===== src/rtl/irq_entry_pkg.sv =====
package irq_entry_pkg;
    typedef enum logic [2:0] {
        OP_NONE,
        OP_IRQ,
        OP_CALL,
        OP_RET,
        OP_RETI
    } irq_op_e;
endpackage


===== src/rtl/irq_qualify.sv =====
module irq_qualify #(
    parameter int NSRC = 4
) (
    input  logic [NSRC-1:0] flag,
    input  logic [NSRC-1:0] en,
    input  logic            gie,
    output logic            req
);
    logic [NSRC-1:0] live;

    for (genvar i = 0; i < NSRC; i++) begin : g_src
        assign live[i] = flag[i] & en[i];
    end

    assign req = gie & (|live);
endmodule


===== src/rtl/irq_op_sel.sv =====
module irq_op_sel
    import irq_entry_pkg::*;
(
    input  logic    req,
    input  logic    call_stb,
    input  logic    ret_stb,
    input  logic    reti_stb,
    output irq_op_e op
);
    always_comb begin
        if (reti_stb)      op = OP_RETI;
        else if (ret_stb)  op = OP_RET;
        else if (call_stb) op = OP_CALL;
        else if (req)      op = OP_IRQ;
        else               op = OP_NONE;
    end
endmodule


===== src/rtl/irq_ret_stack.sv =====
module irq_ret_stack #(
    parameter int W     = 13,
    parameter int DEPTH = 8
) (
    input  logic         clk,
    input  logic         rst_n,
    input  logic         push,
    input  logic         pop,
    input  logic [W-1:0] din,
    output logic [W-1:0] top
);
    localparam int PW = (DEPTH > 1) ? $clog2(DEPTH) : 1;

    typedef struct packed {
        logic [PW-1:0]           ptr;
        logic [DEPTH-1:0][W-1:0] mem;
    } stk_t;

    stk_t cur_q, nxt_d;
    logic [PW-1:0] top_idx;

    assign top_idx = cur_q.ptr - PW'(1);
    assign top     = cur_q.mem[top_idx];

    always_comb begin
        nxt_d = cur_q;
        if (pop) begin
            nxt_d.ptr = top_idx;
        end else if (push) begin
            nxt_d.mem[cur_q.ptr] = din;
            nxt_d.ptr            = cur_q.ptr + PW'(1);
        end
    end

    always_ff @(posedge clk) begin
        if (!rst_n) cur_q <= '0;
        else        cur_q <= nxt_d;
    end
endmodule


===== src/rtl/irq_entry_ctrl.sv =====
module irq_entry_ctrl
    import irq_entry_pkg::*;
#(
    parameter int PC_W     = 13,
    parameter int DEPTH    = 8,
    parameter int NSRC     = 4,
    parameter int VEC_ADDR = 4,
    parameter int RST_ADDR = 0
) (
    input  logic            clk,
    input  logic            rst_n,
    input  logic [NSRC-1:0] src_flag,
    input  logic [NSRC-1:0] src_en,
    input  logic            gie_wr,
    input  logic            gie_wdata,
    input  logic            call_stb,
    input  logic            ret_stb,
    input  logic            reti_stb,
    input  logic [PC_W-1:0] call_tgt,
    input  logic [PC_W-1:0] pc_i,
    output logic            pc_load_o,
    output logic [PC_W-1:0] pc_addr_o,
    output logic            gie_o
);
    localparam logic [PC_W-1:0] VEC = PC_W'(VEC_ADDR);
    localparam logic [PC_W-1:0] RST = PC_W'(RST_ADDR);

    typedef struct packed {
        logic            gie;
        logic            load;
        logic [PC_W-1:0] addr;
    } ctl_t;

    ctl_t          ctl_q, ctl_d;
    logic          req;
    irq_op_e       op;
    logic          push, pop;
    logic [PC_W-1:0] push_val, top;

    irq_qualify #(.NSRC(NSRC)) u_qual (
        .flag (src_flag),
        .en   (src_en),
        .gie  (ctl_q.gie),
        .req  (req)
    );

    irq_op_sel u_sel (
        .req      (req),
        .call_stb (call_stb),
        .ret_stb  (ret_stb),
        .reti_stb (reti_stb),
        .op       (op)
    );

    irq_ret_stack #(.W(PC_W), .DEPTH(DEPTH)) u_stk (
        .clk   (clk),
        .rst_n (rst_n),
        .push  (push),
        .pop   (pop),
        .din   (push_val),
        .top   (top)
    );

    always_comb begin
        ctl_d      = ctl_q;
        ctl_d.load = 1'b0;
        push       = 1'b0;
        pop        = 1'b0;
        push_val   = pc_i;
        if (gie_wr) ctl_d.gie = gie_wdata;
        case (op)
            OP_IRQ: begin
                ctl_d.gie  = 1'b0;
                ctl_d.load = 1'b1;
                ctl_d.addr = VEC;
                push       = 1'b1;
            end
            OP_CALL: begin
                ctl_d.load = 1'b1;
                ctl_d.addr = call_tgt;
                push       = 1'b1;
            end
            OP_RET: begin
                ctl_d.load = 1'b1;
                ctl_d.addr = top;
                pop        = 1'b1;
            end
            OP_RETI: begin
                ctl_d.gie  = 1'b1;
                ctl_d.load = 1'b1;
                ctl_d.addr = top;
                pop        = 1'b1;
            end
            default: ;
        endcase
    end

    always_ff @(posedge clk) begin
        if (!rst_n) begin
            ctl_q.gie  <= 1'b0;
            ctl_q.load <= 1'b0;
            ctl_q.addr <= RST;
        end else begin
            ctl_q <= ctl_d;
        end
    end

    assign pc_load_o = ctl_q.load;
    assign pc_addr_o = ctl_q.addr;
    assign gie_o     = ctl_q.gie;
endmodule


===== config.mk =====
export PLATFORM = sky130hd
export DESIGN_NAME = irq_entry_ctrl
export DESIGN_NICKNAME = d
export VERILOG_FILES = /design/src/rtl/irq_entry_pkg.sv /design/src/rtl/irq_qualify.sv /design/src/rtl/irq_op_sel.sv /design/src/rtl/irq_ret_stack.sv /design/src/rtl/irq_entry_ctrl.sv
export SDC_FILE = /design/constraint.sdc
export NUM_CORES = 1
export LEC_CHECK = 0
export ABC_AREA = 1
export BUFFER_PORTS_ARGS = -buffer_cell sky130_fd_sc_hd__buf_2
export CAP_MARGIN = 10
export CORE_ASPECT_RATIO = 1.4
export CORE_UTILIZATION = 40
export DETAILED_ROUTE_END_ITERATION = 16
export GPL_TIMING_DRIVEN = 0
export HOLD_SLACK_MARGIN = 0.02
export PLACE_DENSITY = 0.58
export SYNTH_ARGS = -nofsm -noshare
export SYNTH_HDL_FRONTEND = slang
export SYNTH_HIERARCHICAL = 1
export SYNTH_SLANG_ARGS = --single-unit

===== constraint.sdc =====
create_clock -name clk -period 2.1 [get_ports clk]
set_clock_uncertainty 0.15 [all_clocks]
set_input_delay 0 -clock clk [delete_from_list [all_inputs] [get_ports clk]]
set_output_delay 0 -clock clk [all_outputs]
set_load 0.01 [all_outputs]

Word level (Yosys, flattened, before mapping). Index checks and enable logic that the tools add are counted.

Bits in registers: 122. Output and inout bits: 15. Word-level logic and storage cells: 51.

Add/sub/neg operators: 2. Magnitude comparators: 3. Equal/unequal tests: 4. Mux-type cells: 16. Bitwise operators: 6. Reductions and logical operators: 8.

Operator list (number): $mux W107 (1); $bwmux W104 (1); $pmux W14 S3 (1); $bmux W13 S3 (1); $demux W13 S3 (1); $mux W13 (2); $mux W3 (4); $lt A3 B4 Y1 const B (2); $eq A3 B2 Y1 const B (2); $reduce_bool A3 Y1 (2); $and A1 B1 Y1 (5); $mux W1 (4); $reduce_or A2 Y1 (2); $reduce_or A4 Y1 (1); $add A3 B1 Y3 const B (1); $eq A3 B1 Y1 const B (1); $eq A3 B3 Y1 const B (1); $ge A3 B1 Y1 const B (1); $sub A3 B1 Y3 const B (1); $pmux W1 S2 (1); $reduce_and A2 Y1 (1); $reduce_bool A2 Y1 (1); $logic_and A1 B1 Y1 (1); $not A1 Y1 (1).

Longest topological paths before layout. Gate-level depths: netlist of run 1.

Word-level depth: 12. Mapped depth: 18. Mapped depth without buffers: 16.

Cells and area by module. Netlist of run 1, hierarchy kept.

By module, submodules not included: irq_ret_stack (times used 1, cells an instance 961, area each 5642.9 µm²); irq_entry_ctrl (times used 1, cells an instance 106, area each 818.3 µm²); irq_op_sel (times used 1, cells an instance 6, area each 35.0 µm²); irq_qualify (times used 1, cells an instance 9, area each 33.8 µm²).

Least setup slack after synthesis of run 1. Ideal clock, no wire load.

Kind: reg2reg. Start: register gie_o (netlist name). End: register (tool-made name). Library setup time: 0.113 ns. Arrival: 2.003 ns. Data required time: 1.837 ns. Path slack: -0.166 ns. Stages on the path, launching flop included: 17. Buffers on the path: 3. Cell sequence: dfxtp_1 > inv_1 > nor2_1 > nand2_2 > a21oi_2 > nor2_2 > nand2_1 > nand2_2 > buf_4 > inv_1 > nand2_1 > nor2_2 > buf_4 > buf_6 > nand3_1 > nand2_1 > nor2_1.

==> results of run 1 <==
routing by layer:
| metal | wire, um | track usage |
|---|---|---|
| met1 | 9160 | 0.322 |
| met5 | 0 | 0 |
| met2 | 10800 | 0.443 |
| met3 | 1090 | 0.0409 |
| met4 | 655 | 0.102 |
area by class of cell:
type,count,area share
buffer,55,0.0497
clock buffer,18,0.0488
clock inverter,14,0.0190
inverter,148,0.0642
multi-input combinational,754,0.414
sequential,122,0.272
tap,196,0.0272
timing repair buffer,120,0.105
metrics by stage:
step	util	total power, mW	hold slack (ps)
floorplan	-	3.36	44.0
global placement	0.450	3.78	177
detailed placement	0.450	3.78	186
CTS	0.540	7.07	22.0
global route	0.572	7.50	73.8
finish	0.572	7.19	16.3
path summary, 6_finish.rpt:
kind | endpoint
worst max-delay path | flip-flop
worst min-delay path | flip-flop
worst max register to register | flip-flop
worst min register to register | flip-flop
cell usage after synthesis (all sizes together):
cell type,number
inv,147
clkbuf,4
nor2,238
clkinv,1
a21oi,31
o21ai,2
dfxtp,122
nand2,356
nand3,124
xnor2,1
buf,54
ha,2
cells by family (layout without fill, tap and decap cells):
logic type | Yosys count | in the layout | synth area share
and+or+nand+nor | 718 | 718 | 0.454
buffers and inverters | 206 | 355 | 0.137
DFF | 122 | 122 | 0.374
AOI/OAI and AO/OA | 33 | 33 | 0.0293
adders and majority gates | 2 | 2 | 0.00383
xor gates and xnor gates | 1 | 1 | 0.00134
power breakdown:
group	leakage, nW	total [mW]	switching [mW]	internal, mW
clock network	0.293	3.04	1.13	1.90
logic	2.82	1.70	1.08	0.626
registers	0.988	2.45	0.0487	2.40
worst reg2reg max path, stage by stage, from the launching register on:
cell	delay, ps
dfxtp_2	330
inv_2	30
nor2_2	90
nand2_2	80
a21oi_4	220
buf_6	140
nand3_4	110
nand2_8	130
nand3_4	150
nor2_4	250
buf_6	180
nand2_1	60
nand2_1	70
nor2_1	50
what timing repair did:
item	in CTS	in global routing
cloned	4	4
hold buffers	25	0
resized for setup	101	108
endpoints found under the hold margin	63	0
buffers inserted	25	8
pin swaps	22	49
setup endpoints to repair	118	115
==> results.py, run 1 <==
metrics = {
    "floorplanning": {
        "die_w_um": 110,
        "die_h_um": 153,
        "io_pins": 56,
        "initial_core_util": 0.415,
        "rows": 54,
        "core_um2": 15700,
        "die_area_um2": 16800,
    },
    "cts": {
        "clk_pin_slew_ps": 60,
        "cts_buffer_depth": 2,
        "clk_latency_ps": 420,
        "htree_levels": 4,
        "clockRootBuffer": "clkbuf_16",
        "cts_sinks": 122,
        "cts_tree": "yes",
        "numCtsBuffers": 17,
    },
    "synthesis": {
        "syn_area_um2": 6530,
        "yosys_warnings": 6,
        "avgSynthCellArea_um2": 6.04,
        "syn_inst": 1082,
        "yosys_register_bits": 122,
        "synthTopCellsByArea": "dfxtp_1 (37%), nand2_1 (20%), nor2_1 (13%)",
        "ys_seq_area_frac": 0.374,
        "ys_types": 26,
        "synthesis.nets": 1125,
        "synth_top_area_cell": "dfxtp_1",
        "netlist.area_leader.share": 0.374,
    },
    "final_layout": {
        "mostFrequentLayoutCells": "nand2_1 (292), nor2_1 (220), inv_1 (141), dfxtp_1 (120), buf_2 (72)",
        "drive_gt1_frac": 0.271,
        "diodes": 0,
        "ff_latch_area_um2": 2440,
        "multi_input_area_um2": 3730,
        "nNetsFinal": 1261,
        "final_cells": 1427,
        "final_cell_area_um2": 9000,
        "n_fill_cell": 1610,
        "syn_to_final_growth_pct": 37.9,
        "final_common_cell": "nand2_1",
    },
    "placement": {
        "dpl_worst_slack_ps": -531,
        "place_inst": 1333,
        "placed_cell_area_um2": 7090,
        "gp_congestion": 0.857,
        "hpwl_um": 14200,
        "numPortBuffers": 55,
    },
    "timing": {
        "fin_ws_ps": -59.9,
        "grt_setup_unrepaired": "true",
        "setup_violations": 68,
        "slew_viol_final": 0,
        "fmax_mhz": 463,
        "setup-tns-final_ps": -1910,
        "period_share": 1.03,
        "worstMarginPinSlew_ps": 662,
        "maxSlewHeadroom": 0.558,
        "period_needed_ps": 2160,
        "hold_violations": 0,
    },
    "min_path": {
        "min_path_cells": 5,
        "hp-class": "in -> reg",
        "min_from": "pc_i[7]",
    },
    "routing": {
        "wl_um": 21700,
        "drt_iter0_drc": 466,
        "wl_per_cell_um": 15.2,
        "viasPerCell": 4.81,
        "dr.pass1.iters": 5,
        "post-route-drc-count": 0,
        "dr_total_vias": 6858,
        "ant_nets": 0,
    },
    "worst_setup_path": {
        "worstPathMaxFanout": 5,
        "cp-end-kind": "flip-flop",
        "critPathTopFamily": "simple AND/OR/NAND/NOR gates",
        "crit_cells": 13,
        "required_ps": 2260,
        "reg2reg_depth": 13,
        "r2r_slack_ps": -60,
        "r2r-start": "gie_o",
        "start_kind": "flip-flop",
        "timing_worst_setup_path_type": "reg -> reg",
        "cp_data_arrival_time_ps": 2320,
        "path_cells": "inv_2, nor2_2, nand2_2, a21oi_4, buf_6, nand3_4, nand2_8, nand3_4, nor2_4, buf_6, nand2_1, nand2_1, nor2_1",
        "cp_num_buf_inv": 3,
        "slowest_delay_ps": 330,
        "crit_slowest_cell": "dfxtp_2",
        "startpoint": "gie_o",
    },
    "grt": {
        "grt-ovfl-total": 0,
        "grt_usage": 0.260,
        "grt_pass1_vias": 6172,
        "grt_max_degree": 17,
        "grt_pass1_wl_um": 32500,
        "antenna_found_initial": 0,
    },
    "run_status": {
        "status": "finished, violations left",
        "violations": "setup timing",
    },
    "power_and_ir_drop": {
        "ir_worst_vdd_mv": 0.325,
        "power_density_nw_per_um2": 799,
        "p_leak_nw": 4.10,
    },
    "job": {
        "cap_viol_max_count": 0,
    },
}
Power figures use the tool's default switching activity.
==> run 2, diff against run 1 <==
Settings changed: RECOVER_POWER set to 100.
==> run 2 against run 1 <==
Effect of this change:
- the flow still finishes with violations (setup timing)
- design area decreased by 0.39%
- critical path depth is the same
- cell count stayed put
- global-route usage stayed put
- setup slack worse by 5.2 ps
- clock-buffer cell count is the same
==> results.py, run 2 (synthesized netlist as in run 1, its figures left out) <==
metrics = {
    "placement": {
        "place_inst": 1333,
        "gp_congestion": 0.857,
        "numPortBuffers": 55,
        "hpwl_um": 14200,
    },
    "timing": {
        "maxSlewHeadroom": 0.558,
        "grt_setup_unrepaired": "true",
        "slew_viol_final": 0,
        "period_share": 1.03,
        "worstMarginPinSlew_ps": 662,
        "fin_ws_ps": -65.0,
        "period_needed_ps": 2170,
        "fmax_mhz": 462,
        "hold_violations": 0,
        "whs_ps": 10.9,
        "setup_violations": 68,
    },
    "worst_setup_path": {
        "cp-end-kind": "flip-flop",
        "cp_data_arrival_time_ps": 2320,
        "path_cells": "inv_2, nor2_2, nand2_2, a21oi_4, buf_6, nand3_4, nand2_8, nand3_4, nor2_4, buf_6, nand2_1, nand2_1, nor2_1",
        "critPathTopFamily": "simple AND/OR/NAND/NOR gates",
        "r2r_slack_ps": -70,
        "start_kind": "flip-flop",
        "timing_worst_setup_path_type": "reg -> reg",
        "cp_num_buf_inv": 3,
        "crit_slowest_cell": "dfxtp_2",
        "worstPathMaxFanout": 5,
        "required_ps": 2260,
        "slowest_delay_ps": 330,
    },
    "grt": {
        "grt_usage": 0.260,
        "grt-ovfl-total": 0,
        "antenna_found_initial": 0,
        "grt_pass1_wl_um": 32500,
        "grt_max_degree": 17,
        "grt_pass1_vias": 6172,
    },
    "floorplanning": {
        "rows": 54,
        "initial_core_util": 0.415,
        "io_pins": 56,
        "die_area_um2": 16800,
        "core_um2": 15700,
        "die_w_um": 110,
        "die_h_um": 153,
    },
    "cts": {
        "cts_sinks": 122,
        "cts_tree": "yes",
        "clk_pin_slew_ps": 60,
        "htree_levels": 4,
        "numCtsBuffers": 17,
        "clockRootBuffer": "clkbuf_16",
        "clk_latency_ps": 420,
        "cts_buffer_depth": 2,
    },
    "power_and_ir_drop": {
        "power_density_nw_per_um2": 799,
        "ir_worst_vdd_mv": 0.324,
        "p_leak_nw": 4.04,
    },
    "run_status": {
        "status": "finished, violations left",
        "violations": "setup timing",
    },
    "routing": {
        "dr.pass1.iters": 5,
        "post-route-drc-count": 0,
        "drt_iter0_drc": 485,
        "wl_um": 21700,
        "ant_nets": 0,
        "viasPerCell": 4.78,
        "wl_per_cell_um": 15.2,
        "dr_total_vias": 6820,
    },
    "job": {
        "cap_viol_max_count": 0,
    },
    "final_layout": {
        "final_cells": 1427,
        "drive_gt1_frac": 0.259,
        "diodes": 0,
        "final_common_cell": "nand2_1",
        "nNetsFinal": 1261,
        "syn_to_final_growth_pct": 37.3,
        "mostFrequentLayoutCells": "nand2_1 (292), nor2_1 (220), inv_1 (141), dfxtp_1 (120), nand3_1 (71)",
    },
    "min_path": {
        "hp-class": "in -> reg",
    },
}
-- run 2: changes by cell type in the layout (fill, tap and decap cells not counted), sizes merged --
cell	delta
buf	-14
clkbuf	+14
-- run 2: routing by layer --
layer	global-route usage	wire (um)	vias up
met5	0	0	-
met4	0.102	631	0
met1	0.322	9230	3081
met2	0.443	10800	194
li1	-	-	3509
met3	0.0409	1040	36
-- run 2: final timing paths --
| kind | startpoint | to | cells past startpoint |
|---|---|---|---|
| max reg2reg | gie_o | flip-flop | 13 |
| min | pc_i[7] | flip-flop | 5 |
| min reg2reg | flip-flop | flip-flop | 2 |
| max | gie_o | flip-flop | 13 |
-- run 2: final cells by class --
cell class	instances	area [um^2]
tap	196	245
fill	1624	6770
sequential	122	2440
timing repair buffer	120	928
clock inverter	14	171
inverter	148	578
buffer	55	435
clock buffer	18	439
multi-input combinational	754	3730
-- run 2: worst min-delay path, delay by kind of cell --
kind | cells | cell delay [ps]
simple gates | 3 | 250
buf+inv | 2 | 290
-- run 2: through the flow --
stage	setup WS, ps	instance area [um^2]	TNS (ps)	util	power, mW
after floorplan	4.66	6570	0	-	3.36
after global placement	-530	7090	-30160	0.450	3.78
final	-65.0	8970	-2110	0.570	7.17
after CTS	-73.7	8510	-2950	0.540	7.07
after global routing	-163	8970	-12630	0.570	7.48
after detailed placement	-531	7090	-31350	0.450	3.78
-- run 2: power by group --
group	switching, mW	total, mW	internal [mW]
combinational	1.08	1.69	0.613
clock	1.13	3.03	1.90
sequential	0.0497	2.45	2.40
-- run 2: repair_timing --
action,4_1_cts,5_1_grt
cloned,4,4
endpoints found under the hold margin,63,0
endpoints found under the setup margin,118,115
resized for setup,101,108
hold buffers,25,0
pin swaps,22,49
setup buffers,25,8
==> run 3, diff against run 2 <==
Settings changed: CORE_ASPECT_RATIO 1.4 to 1.5.
==> run 3 against run 2 <==
Effect of this change:
- the run still ends with setup timing left
- clock-buffer cell count stayed put
- setup slack better by 5.1 ps
- global-route usage shrank 0.41 points
- critical path depth unchanged
- first-iteration DRC count decreased by 20%
- fmax increased by 0.24%
- combinational power grew 4%
- die area is essentially flat
==> results.py, run 3 (synthesized netlist as in run 1, its figures left out) <==
metrics = {
    "timing": {
        "period_share": 1.03,
        "slew_viol_final": 0,
        "worstMarginPinSlew_ps": 674,
        "maxSlewHeadroom": 0.550,
        "period_needed_ps": 2160,
        "setup_violations": 54,
        "setup-tns-final_ps": -1000,
        "grt_setup_unrepaired": "true",
        "fin_ws_ps": -59.9,
        "fmax_mhz": 463,
        "hold_violations": 0,
    },
    "floorplanning": {
        "core_um2": 15800,
        "die_h_um": 158,
        "io_pins": 56,
        "die_area_um2": 16900,
        "initial_core_util": 0.414,
        "rows": 56,
        "die_w_um": 106,
    },
    "final_layout": {
        "n_fill_cell": 1650,
        "diodes": 0,
        "final_common_cell": "nand2_1",
        "nNetsFinal": 1263,
        "mostFrequentLayoutCells": "nand2_1 (271), nor2_1 (222), inv_1 (141), dfxtp_1 (119), nand3_1 (96)",
        "drive_gt1_frac": 0.248,
        "syn_to_final_growth_pct": 36.5,
    },
    "routing": {
        "wl_um": 21200,
        "ant_nets": 0,
        "post-route-drc-count": 0,
        "dr_total_vias": 6739,
        "drt_iter0_drc": 390,
        "wl_per_cell_um": 14.8,
        "viasPerCell": 4.70,
        "dr.pass1.iters": 5,
    },
    "worst_setup_path": {
        "worstPathMaxFanout": 5,
        "cp_data_arrival_time_ps": 2310,
        "r2r_slack_ps": -60,
        "required_ps": 2250,
        "cp-end-kind": "flip-flop",
        "timing_worst_setup_path_type": "reg -> reg",
        "start_kind": "flip-flop",
    },
    "power_and_ir_drop": {
        "power_density_nw_per_um2": 799,
        "swShare": 0.310,
        "power_frac_seq": 0.344,
        "p_comb_frac": 0.246,
        "p_int_mw": 4.92,
        "p_leak_nw": 4.08,
        "clkPwrFrac": 0.410,
        "p_sw_mw": 2.21,
        "ir_worst_vdd_mv": 0.588,
        "power.total_mw": 7.12,
    },
    "min_path": {
        "hp-class": "in -> reg",
    },
    "grt": {
        "met2_usage": 0.464,
        "grt_pass1_wl_um": 32500,
        "grt-ovfl-total": 0,
        "grt_max_degree": 17,
        "grt-busiest-layer": "met2",
        "antenna_found_initial": 0,
        "use_met1": 0.301,
        "use_met3": 0.0454,
        "grt_pass1_vias": 6232,
        "grt_usage": 0.256,
    },
    "run_status": {
        "violations": "setup timing",
        "status": "finished, violations left",
    },
    "cts": {
        "cts_sinks": 122,
        "clk_latency_ps": 420,
        "numCtsBuffers": 17,
        "cts_tree": "yes",
        "clockRootBuffer": "clkbuf_16",
        "clk_pin_slew_ps": 60,
        "cts_buffer_depth": 2,
        "htree_levels": 4,
    },
    "placement": {
        "gp_congestion": 0.818,
        "dpl_worst_slack_ps": -603,
        "numPortBuffers": 55,
        "hpwl_um": 14200,
    },
    "job": {
        "cap_viol_max_count": 0,
    },
}
==> run 3: cell count changes in the layout (fill, tap and decap cells not counted), moves of 7 or more <==
cell / delta
buf_6: -10
nand3_1: +25
nand2_4: +7
nand3_2: -25
nand2_1: -21
buf_4: +8
nand2_2: +14
==> run 3: critical path: stages, from the launching register on <==
cell	delay, ps
dfxtp_2	330
inv_2	40
nor2_4	100
nand2_2	80
a21oi_4	210
buf_6	130
nand3_4	110
nand2_8	120
nand3_4	150
nor2_4	260
buf_6	180
nand2_2	50
nand2_1	70
nor2_1	40
==> run 3: cell type report <==
type / instances / area, um^2 / area share
Buffer: 55 / 432 / 0.0484
Clock buffer: 18 / 429 / 0.0481
Timing Repair Buffer: 121 / 923 / 0.104
Clock inverter: 13 / 154 / 0.0173
Multi-Input combinational cell: 754 / 3690 / 0.414
Inverter: 148 / 578 / 0.0648
Tap cell: 203 / 254 / 0.0285
Timing Repair inverter: 1 / 8.76 / 0.000982
Sequential cell: 122 / 2450 / 0.274
==> run 3: worst paths after layout <==
check | end | startpoint | cells after the start
min | pc_addr_o[12] | reti_stb | 6
max reg2reg | flip-flop | gie_o | 13
min reg2reg | flip-flop | flip-flop | 2
max | flip-flop | gie_o | 13
==> run 3: what timing repair did <==
| item | CTS | global route |
|---|---|---|
| cloned | 2 | 5 |
| hold buffers | 29 | 0 |
| pin swaps | 21 | 41 |
| buffers inserted | 23 | 9 |
| endpoints found under the hold margin | 71 | 0 |
| gates resized for setup | 97 | 103 |
| endpoints found under the setup margin | 118 | 116 |
==> run 3: per-stage QoR <==
| stage | instances | hold WS (ps) | cell area, um^2 | utilization |
|---|---|---|---|---|
| global placement | 1340 | 165 | 7100 | 0.450 |
| global route | 1435 | 51.7 | 8920 | 0.566 |
| detailed placement | 1340 | 170 | 7100 | 0.450 |
| CTS | 1425 | -1.27 | 8490 | 0.539 |
| floorplan | 1082 | 44.0 | 6570 | - |
| finish | 1435 | 33.4 | 8920 | 0.566 |
==> run 3: power groups by stage <==
stage	Combinational [mW]	Sequential (mW)	Clock [mW]
3_3_place_gp	1.28	2.50	0
5_1_grt	1.90	2.46	3.06
4_1_cts	1.56	2.45	2.97
6_report	1.75	2.45	2.92
3_5_place_dp	1.29	2.50	0
2_1_floorplan	0.862	2.50	0
==> run 3: per-layer routing <==
metal | routed length (um) | up-vias
li1 | - | 3507
met1 | 8930 | 3027
met2 | 10700 | 175
met3 | 1030 | 30
met4 | 499 | 0
met5 | 0 | -
